### config.mk
export PLATFORM = sky130hd
export DESIGN_NAME = vr_fault_seq
export DESIGN_NICKNAME = d
export VERILOG_FILES = /design/src/rtl/fs_pkg.sv /design/src/rtl/fs_debounce.sv /design/src/rtl/fs_compare.sv /design/src/rtl/fs_gate_map.sv /design/src/rtl/vr_fault_seq.sv
export SDC_FILE = /design/constraint.sdc
export NUM_CORES = 1
export LEC_CHECK = 0
export ABC_AREA = 1
export BUFFER_PORTS_ARGS = -buffer_cell sky130_fd_sc_hd__buf_4
export CAP_MARGIN = 20
export CORE_MARGIN = 1
export CORE_UTILIZATION = 55
export DETAILED_ROUTE_END_ITERATION = 6
export GPL_TIMING_DRIVEN = 0
export PLACE_DENSITY = 0.86
export SLEW_MARGIN = 5
export SYNTH_ARGS = -nofsm -noshare
export SYNTH_HDL_FRONTEND = slang
export SYNTH_HIERARCHICAL = 1
export SYNTH_SLANG_ARGS = --single-unit
### constraint.sdc
create_clock -name clk -period 3.3 [get_ports clk]
set_input_delay 0.66 -clock clk [delete_from_list [all_inputs] [get_ports clk]]
set_output_delay 0.66 -clock clk [all_outputs]
set_load 0.03 [all_outputs]
### src/rtl/fs_pkg.sv
package fs_pkg;
  typedef enum logic [1:0] {
    FC_NONE = 2'd0,
    FC_UV   = 2'd1,
    FC_OV   = 2'd2,
    FC_LOCK = 2'd3
  } fault_e;

  localparam int N_DET    = 4;
  localparam int DET_LOCK = 0;
  localparam int DET_UV   = 1;
  localparam int DET_OV   = 2;
  localparam int DET_NV   = 3;
endpackage

### src/rtl/fs_debounce.sv
// Qualifies a condition that holds on CYC consecutive clock edges.
module fs_debounce #(
  parameter int CYC = 100,
  parameter int CW  = $clog2(CYC + 1)
) (
  input  logic clk,
  input  logic rst_n,
  input  logic cond,
  output logic qual
);
  localparam logic [CW-1:0] LAST = CW'(CYC - 1);

  logic [CW-1:0] run_q;

  always_ff @(posedge clk or negedge rst_n) begin
    if (!rst_n)           run_q <= '0;
    else if (!cond)       run_q <= '0;
    else if (run_q < LAST) run_q <= run_q + 1'b1;
  end

  // fires on the CYC-th consecutive edge that sees cond
  assign qual = cond && (run_q >= LAST);
endmodule

### src/rtl/fs_compare.sv
// Window comparators on the signed voltage codes.
module fs_compare #(
  parameter int VW           = 12,
  parameter int UV_MARGIN    = 60,
  parameter int OV_MARGIN    = 30,
  parameter int OV_MARGIN_HI = 170,
  parameter int NV_TRIP      = -10
) (
  input  logic signed [VW-1:0] vout_code,
  input  logic signed [VW-1:0] ref_code,
  input  logic signed [VW-1:0] vmax_code,
  input  logic                 ofs_hi,
  output logic                 uv_c,
  output logic                 ov_c,
  output logic                 nv_c,
  output logic                 pos_c
);
  localparam int EW = VW + 2;
  localparam logic signed [EW-1:0] UVM  = EW'(UV_MARGIN);
  localparam logic signed [EW-1:0] OVL  = EW'(OV_MARGIN);
  localparam logic signed [EW-1:0] OVH  = EW'(OV_MARGIN_HI);
  localparam logic signed [EW-1:0] NVT  = EW'(NV_TRIP);
  localparam logic signed [EW-1:0] ZERO = '0;

  logic signed [EW-1:0] v_x, r_x, m_x, ov_lim;

  assign v_x    = {{2{vout_code[VW-1]}}, vout_code};
  assign r_x    = {{2{ref_code[VW-1]}},  ref_code};
  assign m_x    = {{2{vmax_code[VW-1]}}, vmax_code};
  assign ov_lim = m_x + (ofs_hi ? OVH : OVL);

  assign uv_c  = v_x < (r_x - UVM);
  assign ov_c  = v_x > ov_lim;
  assign nv_c  = v_x < NVT;
  assign pos_c = v_x > ZERO;
endmodule

### src/rtl/fs_gate_map.sv
// Maps held protection state to the switch pattern and fault code.
module fs_gate_map
  import fs_pkg::*;
(
  input  logic   por_done,
  input  logic   uv_held,
  input  logic   ov_held,
  input  logic   nv_held,
  output logic   hs_en,
  output logic   ls_force_on,
  output logic   pwm_en,
  output logic   peer_shdn_req,
  output fault_e code
);
  always_comb begin
    hs_en         = 1'b0;
    ls_force_on   = 1'b0;
    pwm_en        = 1'b0;
    peer_shdn_req = 1'b0;
    code          = FC_NONE;
    if (!por_done) begin
      code = FC_LOCK;
    end else if (ov_held) begin
      code          = FC_OV;
      ls_force_on   = !nv_held;
      peer_shdn_req = 1'b1;
    end else if (uv_held) begin
      code          = FC_UV;
      peer_shdn_req = 1'b1;
    end else begin
      hs_en  = 1'b1;
      pwm_en = 1'b1;
    end
  end
endmodule

### src/rtl/vr_fault_seq.sv
module vr_fault_seq
  import fs_pkg::*;
#(
  parameter int VW           = 12,
  parameter int LOCK_CYC     = 300,
  parameter int UV_CYC       = 300,
  parameter int OV_CYC       = 100,
  parameter int NV_CYC       = 100,
  parameter int UV_MARGIN    = 60,
  parameter int OV_MARGIN    = 30,
  parameter int OV_MARGIN_HI = 170,
  parameter int NV_TRIP      = -10
) (
  input  logic                 clk,
  input  logic                 rst_n,
  input  logic                 supply_ok,
  input  logic [1:0]           ofs_lvl,
  input  logic signed [VW-1:0] vout_code,
  input  logic signed [VW-1:0] ref_code,
  input  logic signed [VW-1:0] vmax_code,
  output logic                 hs_en,
  output logic                 ls_force_on,
  output logic                 pwm_en,
  output logic                 peer_shdn_req,
  output logic [1:0]           fault_code
);
  function automatic int det_cyc(int idx);
    case (idx)
      DET_LOCK: return LOCK_CYC;
      DET_UV:   return UV_CYC;
      DET_OV:   return OV_CYC;
      default:  return NV_CYC;
    endcase
  endfunction

  logic       por_done, uv_held, ov_held, nv_held;
  logic [1:0] ofs_q;
  logic       uv_c, ov_c, nv_c, pos_c;
  logic [N_DET-1:0] det_cond, det_qual;
  fault_e     code;

  fs_compare #(
    .VW(VW), .UV_MARGIN(UV_MARGIN), .OV_MARGIN(OV_MARGIN),
    .OV_MARGIN_HI(OV_MARGIN_HI), .NV_TRIP(NV_TRIP)
  ) u_cmp (
    .vout_code(vout_code), .ref_code(ref_code), .vmax_code(vmax_code),
    .ofs_hi(ofs_q[1]), .uv_c(uv_c), .ov_c(ov_c), .nv_c(nv_c), .pos_c(pos_c)
  );

  assign det_cond[DET_LOCK] = por_done && !supply_ok;
  assign det_cond[DET_UV]   = por_done && (ofs_q == 2'd0) && uv_c;
  assign det_cond[DET_OV]   = por_done && ov_c;
  assign det_cond[DET_NV]   = ov_held && !nv_held && nv_c;

  for (genvar gi = 0; gi < N_DET; gi++) begin : g_det
    fs_debounce #(.CYC(det_cyc(gi))) u_deb (
      .clk(clk), .rst_n(rst_n), .cond(det_cond[gi]), .qual(det_qual[gi])
    );
  end

  always_ff @(posedge clk or negedge rst_n) begin
    if (!rst_n) begin
      por_done <= 1'b0;
      ofs_q    <= 2'd0;
      uv_held  <= 1'b0;
      ov_held  <= 1'b0;
      nv_held  <= 1'b0;
    end else if (det_qual[DET_LOCK]) begin
      por_done <= 1'b0;
      uv_held  <= 1'b0;
      ov_held  <= 1'b0;
      nv_held  <= 1'b0;
    end else begin
      if (!por_done && supply_ok) begin
        por_done <= 1'b1;
        ofs_q    <= ofs_lvl;
      end
      if (det_qual[DET_UV]) uv_held <= 1'b1;
      if (det_qual[DET_OV]) ov_held <= 1'b1;
      if (ov_held) begin
        if (det_qual[DET_NV])      nv_held <= 1'b1;
        else if (nv_held && pos_c) nv_held <= 1'b0;
      end
    end
  end

  fs_gate_map u_map (
    .por_done(por_done), .uv_held(uv_held), .ov_held(ov_held),
    .nv_held(nv_held), .hs_en(hs_en), .ls_force_on(ls_force_on),
    .pwm_en(pwm_en), .peer_shdn_req(peer_shdn_req), .code(code)
  );

  assign fault_code = code;
endmodule

==> flow_metrics.py <==
metrics = {
    "placement": {
        "io_buffers": 46,
        "gp_congestion": 0.878,
        "dp.cells": 642,
        "dp_hpwl_mm": 6.28,
    },
    "sta": {
        "setup_viol": 0,
        "fmax_ghz": 0.317,
        "grt_setup_unrepaired": "yes",
        "period_share": 0.956,
        "min_period_ns": 3.16,
        "maxSlewHeadroom": 0.545,
        "report.final.slew_viol_count": 0,
        "tightest_slew_ns": 0.675,
        "hold_viol_final": 0,
        "fin_tns_setup_ns": 0,
        "clock_skew_ns": 0.00832,
    },
    "clock_network": {
        "insertion_delay_ns": 0.29,
        "cts_tree": "done",
        "cts_sinks": 38,
        "ctsHtreeMaxLevel": 2,
        "path_clk_slew_ns": 0.07,
        "cts_root_buffer": "clkbuf_8",
        "postCtsHoldBufs": 0,
        "cts-buffers-inserted": 5,
        "clk_path_buf_depth": 2,
    },
    "cells_and_area": {
        "fin_nets": 654,
        "area_growth_pct": 18.0,
        "final_common_cell": "nand2_1",
        "diodes": 0,
        "layout_common_cells": "155 x nand2_1, 57 x buf_4, 51 x nor2_1, 48 x inv_1, 46 x nand3_1",
        "fin_cells": 656,
        "finalCoreUtilization": 0.672,
        "layout-drive-gt1-share": 0.226,
    },
    "global_routing": {
        "grt_max_degree": 39,
        "antenna_found_initial": 0,
        "grt_pass1_wl_mm": 14.3,
        "grt_pass1_vias": 3437,
        "grt_usage": 0.246,
        "overflow": 0,
    },
    "routing": {
        "vias": 3553,
        "wire_per_inst_um": 12.9,
        "drt_iter0_markers": 178,
        "remaining_drc_errors": 0,
        "vias_per_cell": 5.42,
        "dr.pass1.iters": 5,
        "totalWireLength_mm": 8.46,
        "antenna_left": 0,
    },
    "yosys": {
        "syn_avg_cell_area_um2": 6.93,
        "synth_edf_count": 0,
        "netlist_area_um2": 3600,
        "postSynthCellCount": 519,
        "seq_area_frac_synth": 0.264,
        "synth_cell_type_count": 31,
        "synthArstFlopShare": 1.00,
        "synth_seq_cells": 38,
        "synth_ff_type": "dfrtp_1",
        "yosys_warnings": 6,
        "synth_nets": 595,
    },
    "floorplan": {
        "die_h_um": 82.9,
        "die_x_um": 82.9,
        "ioPinCount": 47,
        "initial_utilization": 0.570,
        "coreArea_um2": 6310,
        "die_area_um2": 6870,
        "rows": 29,
    },
    "power_and_ir_drop": {
        "power_density_nw_per_um2": 315,
        "p_leak_uw": 0.00231,
        "ir_worst_vdd_v": 0.000302,
    },
    "setup_path": {
        "r2r-start": "ofs_q[1]",
        "crit_slowest_cell": "fa_2",
        "rr_endpoint": "g_det[2].u_deb/run_q[2]",
        "cp-end-kind": "flop",
        "cp-startpoint": "vmax_code[2]",
        "cp.required_ns": 3.48,
        "ff2ff_setup_slack_ns": 0.18,
        "slowest_delay_ns": 0.40,
        "reg2reg_depth": 25,
        "cp.arrival_ns": 3.33,
        "criticalPathCategory": "in2reg",
        "crit_fanout": 6,
        "cp_common_cell": "nand2_1",
        "start_kind": "input port",
        "endpoint": "g_det[2].u_deb/run_q[2]",
    },
    "status": {
        "status": "complete, no violations",
    },
    "job": {
        "max_cap_viol_count": 0,
    },
    "hold_path": {
        "hp-class": "in2async",
    },
}
critical path, delay by kind of cell:
family	cells	cell delay (ns)
compound gates	2	0.17
xor+xnor	1	0.18
buf+inv	6	0.40
simple gates	16	1.22
fa+ha+maj	2	0.71
cell families after synthesis:
family	share of synthesized area
buffers and inverters	0.0828
XOR/XNOR	0.0584
adder cells (fa/ha/maj)	0.124
flip-flops	0.264
AO/OA/AOI/OAI	0.0550
AND/OR/NAND/NOR	0.416
power by group:
group	internal, uW	leakage [uW]	switching (uW)
Combinational	206	0.00175	281
Clock	169	0.0000482	162
Sequential	491	0.000516	28.4
synth_stat cells (2+ instances only):
master    instances  area, um2
nand3_1          46        230
nor3_1            3       15.0
buf_6             2       22.5
ha_1             34        425
xor2_1           15        131
a31oi_1           7       43.8
clkbuf_1          2       7.51
nand2_2           9       56.3
nand3_2           6       60.1
xnor2_1           9       78.8
nor2_4            4       45.0
inv_2             4       15.0
nand4_1          16        100
nand2_4           8       90.1
nor2_1           51        191
buf_4             5       37.5
o21bai_1          2       15.0
nand2_1         157        589
nor2_2           14       87.6
a21oi_1          13       65.1
inv_4             2       12.5
o21ai_0          10       50.1
dfrtp_1          38        951
inv_1            54        203
nor4_1            2       12.5
layout make-up:
type	count	area [um2]
well taps	77	96.3
flip-flops and latches	38	952
clock inverters	1	5.00
plain buffers	9	68.8
repair buffers	52	390
multi-input cells	412	2410
clock buffers	7	86.3
fillers	533	2070
inverters	60	233
worst min-delay path by stage:
stage | endpoint | slack (ns)
after global routing | g_det[3].u_deb/run_q[3] | 0.36
after floorplan | g_det[0].u_deb/run_q[0] | 0.36
final | g_det[3].u_deb/run_q[5] | 0.33
after detailed placement | ofs_q[0] | 0.46
after CTS | g_det[3].u_deb/run_q[3] | 0.34
after global placement | ofs_q[0] | 0.46
per-layer routing:
metal / up-vias / part of all wire / track usage
li1: 1791 / - / -
met1: 1681 / 0.44 / 0.296
met2: 73 / 0.51 / 0.448
met3: 8 / 0.040 / 0.0417
met4: 0 / 0.011 / 0.0721
met5: - / 0 / 0
through the flow:
stage / setup WS (ns) / hold slack, ns / instance area (um2) / total power [uW]
after floorplan: 0.0917 / 0.364 / 3600 / 821
after global placement: -0.264 / 0.457 / 4040 / 928
after detailed placement: -0.360 / 0.461 / 4040 / 963
after CTS: 0.0475 / 0.344 / 4140 / 1300
after global routing: -0.0482 / 0.360 / 4240 / 1430
final: 0.144 / 0.330 / 4240 / 1340
timing repair:
action                                 in CTS  in global routing
gates resized for setup                     2                 18
setup buffers                               1                  5
pin swaps                                   0                 14
endpoints found under the hold margin       0                  0
setup endpoints to repair                   6                 15
state kept, by name (all words and copies together) (netlist names):
signal             count
ov_held                1
ofs_q                  2
por_done               1
uv_held                1
nv_held                1
g_det.u_deb/run_q     32
Power figures use the tool's default switching activity.
